==> config.mk <==
export PLATFORM = sky130hd
export DESIGN_NAME = hybrid_bp
export DESIGN_NICKNAME = d
export VERILOG_FILES = /design/src/rtl/hybrid_bp_pkg.sv /design/src/rtl/bp_ctr_table.sv /design/src/rtl/bp_hist_reg.sv /design/src/rtl/bp_index_hash.sv /design/src/rtl/hybrid_bp.sv
export SDC_FILE = /design/constraint.sdc
export NUM_CORES = 2
export LEC_CHECK = 0
export CAP_MARGIN = 20
export CORE_MARGIN = 2
export CORE_UTILIZATION = 50
export DETAILED_ROUTE_END_ITERATION = 8
export GPL_TIMING_DRIVEN = 0
export PLACE_DENSITY_LB_ADDON = 0.2
export SLEW_MARGIN = 0
export SYNTH_ARGS = -nofsm -noshare
export SYNTH_HDL_FRONTEND = slang
export SYNTH_SLANG_ARGS = --single-unit
==> constraint.sdc <==
create_clock -name clk_i -period 9.7 [get_ports clk_i]
set_input_delay 1.94 -clock clk_i [delete_from_list [all_inputs] [get_ports clk_i]]
set_output_delay 1.94 -clock clk_i [all_outputs]
set_load 0.02 [all_outputs]
==> src/rtl/hybrid_bp_pkg.sv <==
package hybrid_bp_pkg;

  typedef logic [1:0] ctr2_t;

  localparam ctr2_t CTR_SNT = 2'b00;
  localparam ctr2_t CTR_WNT = 2'b01;
  localparam ctr2_t CTR_WT  = 2'b10;
  localparam ctr2_t CTR_ST  = 2'b11;

  // saturating one-step move
  function automatic ctr2_t ctr_step(ctr2_t cur, logic up);
    ctr2_t nxt;
    if (up) nxt = (cur == CTR_ST)  ? cur : cur + 2'd1;
    else    nxt = (cur == CTR_SNT) ? cur : cur - 2'd1;
    return nxt;
  endfunction

endpackage

==> src/rtl/bp_ctr_table.sv <==
module bp_ctr_table
  import hybrid_bp_pkg::*;
#(
  parameter int    IDX_W   = 8,
  parameter ctr2_t RST_VAL = CTR_WT
) (
  input  logic             clk_i,
  input  logic             rst_ni,
  input  logic [IDX_W-1:0] rd_idx_i,
  output ctr2_t            rd_ctr_o,
  input  logic             wr_en_i,
  input  logic [IDX_W-1:0] wr_idx_i,
  input  logic             wr_up_i
);

  localparam int DEPTH = 1 << IDX_W;

  ctr2_t mem_q [DEPTH];

  always_ff @(posedge clk_i or negedge rst_ni) begin
    if (!rst_ni) begin
      for (int i = 0; i < DEPTH; i++) mem_q[i] <= RST_VAL;
    end else if (wr_en_i) begin
      mem_q[wr_idx_i] <= ctr_step(mem_q[wr_idx_i], wr_up_i);
    end
  end

  // read sees pre-update contents
  assign rd_ctr_o = mem_q[rd_idx_i];

endmodule

==> src/rtl/bp_hist_reg.sv <==
module bp_hist_reg #(
  parameter int HIST_W = 8
) (
  input  logic              clk_i,
  input  logic              rst_ni,
  input  logic              shift_en_i,
  input  logic              bit_i,
  output logic [HIST_W-1:0] hist_o
);

  logic [HIST_W-1:0] hist_q;
  logic [HIST_W:0]   hist_ext;

  assign hist_ext = {hist_q, bit_i};

  always_ff @(posedge clk_i or negedge rst_ni) begin
    if (!rst_ni)         hist_q <= '0;
    else if (shift_en_i) hist_q <= hist_ext[HIST_W-1:0];
  end

  assign hist_o = hist_q;

endmodule

==> src/rtl/bp_index_hash.sv <==
module bp_index_hash #(
  parameter int IDX_W  = 8,
  parameter int HIST_W = 8
) (
  input  logic [IDX_W-1:0]  pc_i,
  input  logic [HIST_W-1:0] hist_i,
  output logic [IDX_W-1:0]  gsh_idx_o
);

  logic [IDX_W-1:0] hist_fit;

  generate
    if (HIST_W >= IDX_W) begin : g_trunc
      assign hist_fit = hist_i[IDX_W-1:0];
    end else begin : g_pad
      assign hist_fit = {{(IDX_W-HIST_W){1'b0}}, hist_i};
    end
  endgenerate

  assign gsh_idx_o = pc_i ^ hist_fit;

endmodule

==> src/rtl/hybrid_bp.sv <==
module hybrid_bp
  import hybrid_bp_pkg::*;
#(
  parameter int IDX_W  = 8,
  parameter int HIST_W = 8
) (
  input  logic             clk_i,
  input  logic             rst_ni,
  input  logic [IDX_W-1:0] fetch_pc_i,
  output logic             pred_taken_o,
  output logic             pred_bim_o,
  output logic             pred_gsh_o,
  input  logic             res_valid_i,
  input  logic [IDX_W-1:0] res_pc_i,
  input  logic             res_taken_i,
  input  logic             res_bim_i,
  input  logic             res_gsh_i
);

  logic [HIST_W-1:0] ghr_q;
  logic [IDX_W-1:0]  fetch_gidx, res_gidx;
  ctr2_t             bim_ctr, gsh_ctr, cho_ctr;
  logic              cho_wr_en, cho_up;

  bp_hist_reg #(.HIST_W(HIST_W)) u_ghr (
    .clk_i     (clk_i),
    .rst_ni    (rst_ni),
    .shift_en_i(res_valid_i),
    .bit_i     (res_taken_i),
    .hist_o    (ghr_q)
  );

  bp_index_hash #(.IDX_W(IDX_W), .HIST_W(HIST_W)) u_hash_fetch (
    .pc_i     (fetch_pc_i),
    .hist_i   (ghr_q),
    .gsh_idx_o(fetch_gidx)
  );

  bp_index_hash #(.IDX_W(IDX_W), .HIST_W(HIST_W)) u_hash_res (
    .pc_i     (res_pc_i),
    .hist_i   (ghr_q),
    .gsh_idx_o(res_gidx)
  );

  bp_ctr_table #(.IDX_W(IDX_W), .RST_VAL(CTR_WT)) u_bim (
    .clk_i   (clk_i),
    .rst_ni  (rst_ni),
    .rd_idx_i(fetch_pc_i),
    .rd_ctr_o(bim_ctr),
    .wr_en_i (res_valid_i),
    .wr_idx_i(res_pc_i),
    .wr_up_i (res_taken_i)
  );

  bp_ctr_table #(.IDX_W(IDX_W), .RST_VAL(CTR_WT)) u_gsh (
    .clk_i   (clk_i),
    .rst_ni  (rst_ni),
    .rd_idx_i(fetch_gidx),
    .rd_ctr_o(gsh_ctr),
    .wr_en_i (res_valid_i),
    .wr_idx_i(res_gidx),
    .wr_up_i (res_taken_i)
  );

  // chooser learns only on disagreement; up = toward gshare
  assign cho_wr_en = res_valid_i && (res_bim_i != res_gsh_i);
  assign cho_up    = (res_gsh_i == res_taken_i);

  bp_ctr_table #(.IDX_W(IDX_W), .RST_VAL(CTR_WNT)) u_cho (
    .clk_i   (clk_i),
    .rst_ni  (rst_ni),
    .rd_idx_i(fetch_pc_i),
    .rd_ctr_o(cho_ctr),
    .wr_en_i (cho_wr_en),
    .wr_idx_i(res_pc_i),
    .wr_up_i (cho_up)
  );

  assign pred_bim_o   = bim_ctr[1];
  assign pred_gsh_o   = gsh_ctr[1];
  assign pred_taken_o = cho_ctr[1] ? pred_gsh_o : pred_bim_o;

endmodule

==> flow_summary_export.csv <==
group,metric,value,unit
status,status,"complete, but fails checks",
status,violations,"setup timing",
layout,final.fill_count,13100,
drt,wl,309000,um
layout,final_common_cell,"nand2_1",
sta,drv_slew,0,
sta,finalCriticalPeriod,9.99,ns
layout,final_cell_area,0.0886,mm^2
place,gp_congestion,1.00,
global_routing,met3_usage,0.154,
critical_path,crit_path_start,"fetch_pc_i[3]",
sta,worst_slack,-0.287,ns
place,place_ws,0.000919,ns
critical_path,cpMostUsedCell,"clkbuf_1",
drt,drc,0,
critical_path,crit_path_start_kind,"primary input",
global_routing,grt.busiest_layer,"met2",
clock_network,cts_max_level,4,
layout,drive_gt1_frac,0.294,
flow_run,max-cap-violations,0,
critical_path,cp-endpoint,"pred_taken_o",
global_routing,gr-usage-met1,0.491,
sta,slew_headroom,0.100,
floorplan,dieWidth,400,um
hold_path,min_path_type,"reg -> reg",
yosys,synth.area.top_cells,"dfstp_2 (26%), dfrtp_1 (25%), mux4_2 (19%), nand2_1 (5.3%), o21ai_0 (4.1%)",
sta,period_share,1.03,
yosys,ys_seq_elements,1544,
critical_path,path_max_fanout,10,
global_routing,grt_pass1_wl,443000,um
power,p_int,13.3,mW
critical_path,r2r-end,"u_gsh.mem_q[75]",
power,p_comb_frac,0.236,
global_routing,grt.overflow.total,0,
critical_path,slowest_delay,1.23,ns
sta,setup_tns,-0.287,ns
power,power_density,223,mW/mm^2
global_routing,grt_max_degree,183,
yosys,synth_top_area_cell,"dfstp_2",
critical_path,cp_slowest_cell,"xnor2_1",
yosys,synth_edf_count,0,
clock_network,cts_tree,"yes",
critical_path,cp-end-kind,"output port",
clock_network,cts_sinks,1544,
clock_network,cts_inserted_buffers,170,
drt,drt_iter0_drc,9696,
clock_network,postCtsSetupBuffers,0,
layout,fin_nets,7326,
power,p_leak,33.3,nW
critical_path,path_class,"in -> out",
yosys,syn_area_per_cell,11.2,um^2
sta,max_freq,100,MHz
yosys,ys_warn_count,0,
critical_path,rrSetupSlack,3.87,ns
yosys,yosys.area.top_type_share,0.257,
drt,routed_via_density,6.84,
drt,wl_per_cell,32.5,um
sta,rsz0062_at_grt,"no",
clock_network,clk_pin_slew,0.06,ns
place,dpl_cell_area,0.0824,mm^2
floorplan,die_h,400,um
critical_path,cp.required,7.76,ns
layout,final_cell_mix,"nand2_1 (1,113), dfrtp_1 (776), dfstp_2 (768)",
power,clkPwrFrac,0.347,
yosys,synth_nets,7052,
floorplan,core_area,0.156,mm^2
yosys,synth_area,0.0785,mm^2
floorplan,start_util,0.503,
drt,via_count,65100,
layout,fin_cells,9515,
critical_path,timing.rr.start,"u_ghr.hist_o[0]",
floorplan,rows,145,
sta,holdWs,0.477,ns
layout,area_growth,12.9,%
floorplan,pin_count,25,
drt,drtAntennaViolNets,0,
place,hpwl,210000,um
floorplan,die_area,0.160,mm^2
clock_network,clk_path_buf_depth,3,
global_routing,grt_pass1_vias,63400,
yosys,async_reset_ff_frac,1.00,
critical_path,crit_arrival,8.05,ns
place,numPortBuffers,14,
global_routing,grt_usage,0.387,
sta,setup_violations,1,
power,power_switching,6.51,mW
sta,fin_worst_skew,0.0441,ns
sta,worst_pin_slew,1.35,ns
yosys,dominantRegCellSynth,"dfrtp_1",
power,p_sw_frac,0.329,
yosys,ys_seq_area_frac,0.505,
global_routing,antenna_found_initial,14,
global_routing,met2_usage,0.552,
yosys,synthDistinctLibCells,59,
critical_path,rr_worst_depth,14,
place,dpl.cell_count,9175,
clock_network,cts-root-buf,"clkbuf_16",
critical_path,crit_chain,"clkbuf_2 > xnor2_1 > clkbuf_1 > clkbuf_1 > a211oi_1 > a2111oi_0 > a31oi_1 > nand4_1 > and3b_1 > mux2_2 > clkdlybuf4s50_1",
power,vdd_drop_max,0.207,mV
clock_network,insertion_delay,0.84,ns
drt,dr.pass1.iters,9,
power,pwr-share-seq,0.416,
yosys,syn_inst,7030,
sta,hold_viol,0,
what timing repair did:
action	in CTS	in global routing
endpoints found under the setup margin	1	1
hold buffers	0	0
resized for setup	2	5
pin swaps	0	0
gates cloned	0	0
how the worst min path moves through the flow:
| stage | start | to | slack (ns) | cells after the start |
|---|---|---|---|---|
| 6_report | u_bim.mem_q[352] | u_bim.mem_q[352] | 0.48 | 2 |
| 5_1_grt | u_cho.mem_q[170] | u_cho.mem_q[170] | 0.49 | 2 |
| 3_3_place_gp | u_bim.mem_q[178] | u_bim.mem_q[178] | 0.46 | 2 |
| 2_1_floorplan | u_gsh.mem_q[0] | u_gsh.mem_q[0] | 0.44 | 2 |
| 3_5_place_dp | u_bim.mem_q[160] | u_bim.mem_q[160] | 0.47 | 2 |
| 4_1_cts | u_cho.mem_q[176] | u_cho.mem_q[176] | 0.48 | 2 |
worst max-delay path: cells and delay by family:
| kind | cells | cell delay (ns) |
|---|---|---|
| compound gates | 3 | 1.02 |
| xor+xnor | 1 | 1.23 |
| buf+inv | 4 | 2.70 |
| mux | 1 | 0.41 |
| simple gates | 2 | 0.71 |
stage by stage:
stage | power (mW) | util
final | 19.8 | 0.568
after global routing | 20.3 | 0.567
after CTS | 19.5 | 0.566
after detailed placement | 12.8 | 0.528
after global placement | 12.6 | 0.520
after floorplan | 11.0 | -
logic make-up (layout without fill, tap and decap cells):
group | Yosys count | count (layout) | share of synthesized area
AND/OR/NAND/NOR | 1913 | 1913 | 0.0945
AO/OA/AOI/OAI | 2180 | 2180 | 0.159
adder cells (fa/ha/maj) | 6 | 6 | 0.000813
flip-flops | 1544 | 1544 | 0.505
XOR/XNOR | 29 | 29 | 0.00343
other | 0 | 5 | 0
multiplexers | 730 | 730 | 0.199
buffers and inverters | 628 | 1050 | 0.0377
state kept, by name (all words and copies together), names as in the netlist:
register and cells:
u_cho.mem_q 512, u_bim.mem_q 512, u_ghr.hist_o 8, u_gsh.mem_q 512
synth_stat cells, drive strengths merged (12+ instances only):
cell,n
nand2,1113
a31oi,273
mux2,14
clkbuf,357
dfstp,768
dfrtp,776
o21ai,888
mux4,665
buf,265
nor3,16
o22ai,14
and3,12
a21oi,682
xor2,17
mux2i,51
o31ai,241
xnor2,12
a22oi,38
nor2,684
nand3,47
layout make-up:
cell class / instances / area, um^2 / share of cell area
Buffer: 622 / 2980 / 0.0336
Tap cell: 2058 / 2570 / 0.0291
Antenna cell: 5 / 12.5 / 0.000141
Clock buffer: 255 / 5040 / 0.0569
Multi-Input combinational cell: 4858 / 36000 / 0.406
Sequential cell: 1544 / 39600 / 0.447
Inverter: 6 / 22.5 / 0.000254
Timing Repair Buffer: 102 / 1540 / 0.0173
Clock inverter: 65 / 822 / 0.00928
routing by layer:
metal | wire length [um] | part of all wire
met5 | 348 | 0.0011
met1 | 110000 | 0.36
met4 | 23700 | 0.077
met2 | 132000 | 0.43
met3 | 43400 | 0.14
power by group through the flow:
stage,Combinational [mW],Clock [mW],Sequential [mW]
finish,4.68,6.86,8.23
global placement,4.34,0,8.28
floorplan,2.91,0,8.08
detailed placement,4.48,0,8.28
CTS,4.48,6.87,8.19
global route,4.88,7.14,8.31
No activity file was read; power rests on OpenSTA's default activity.
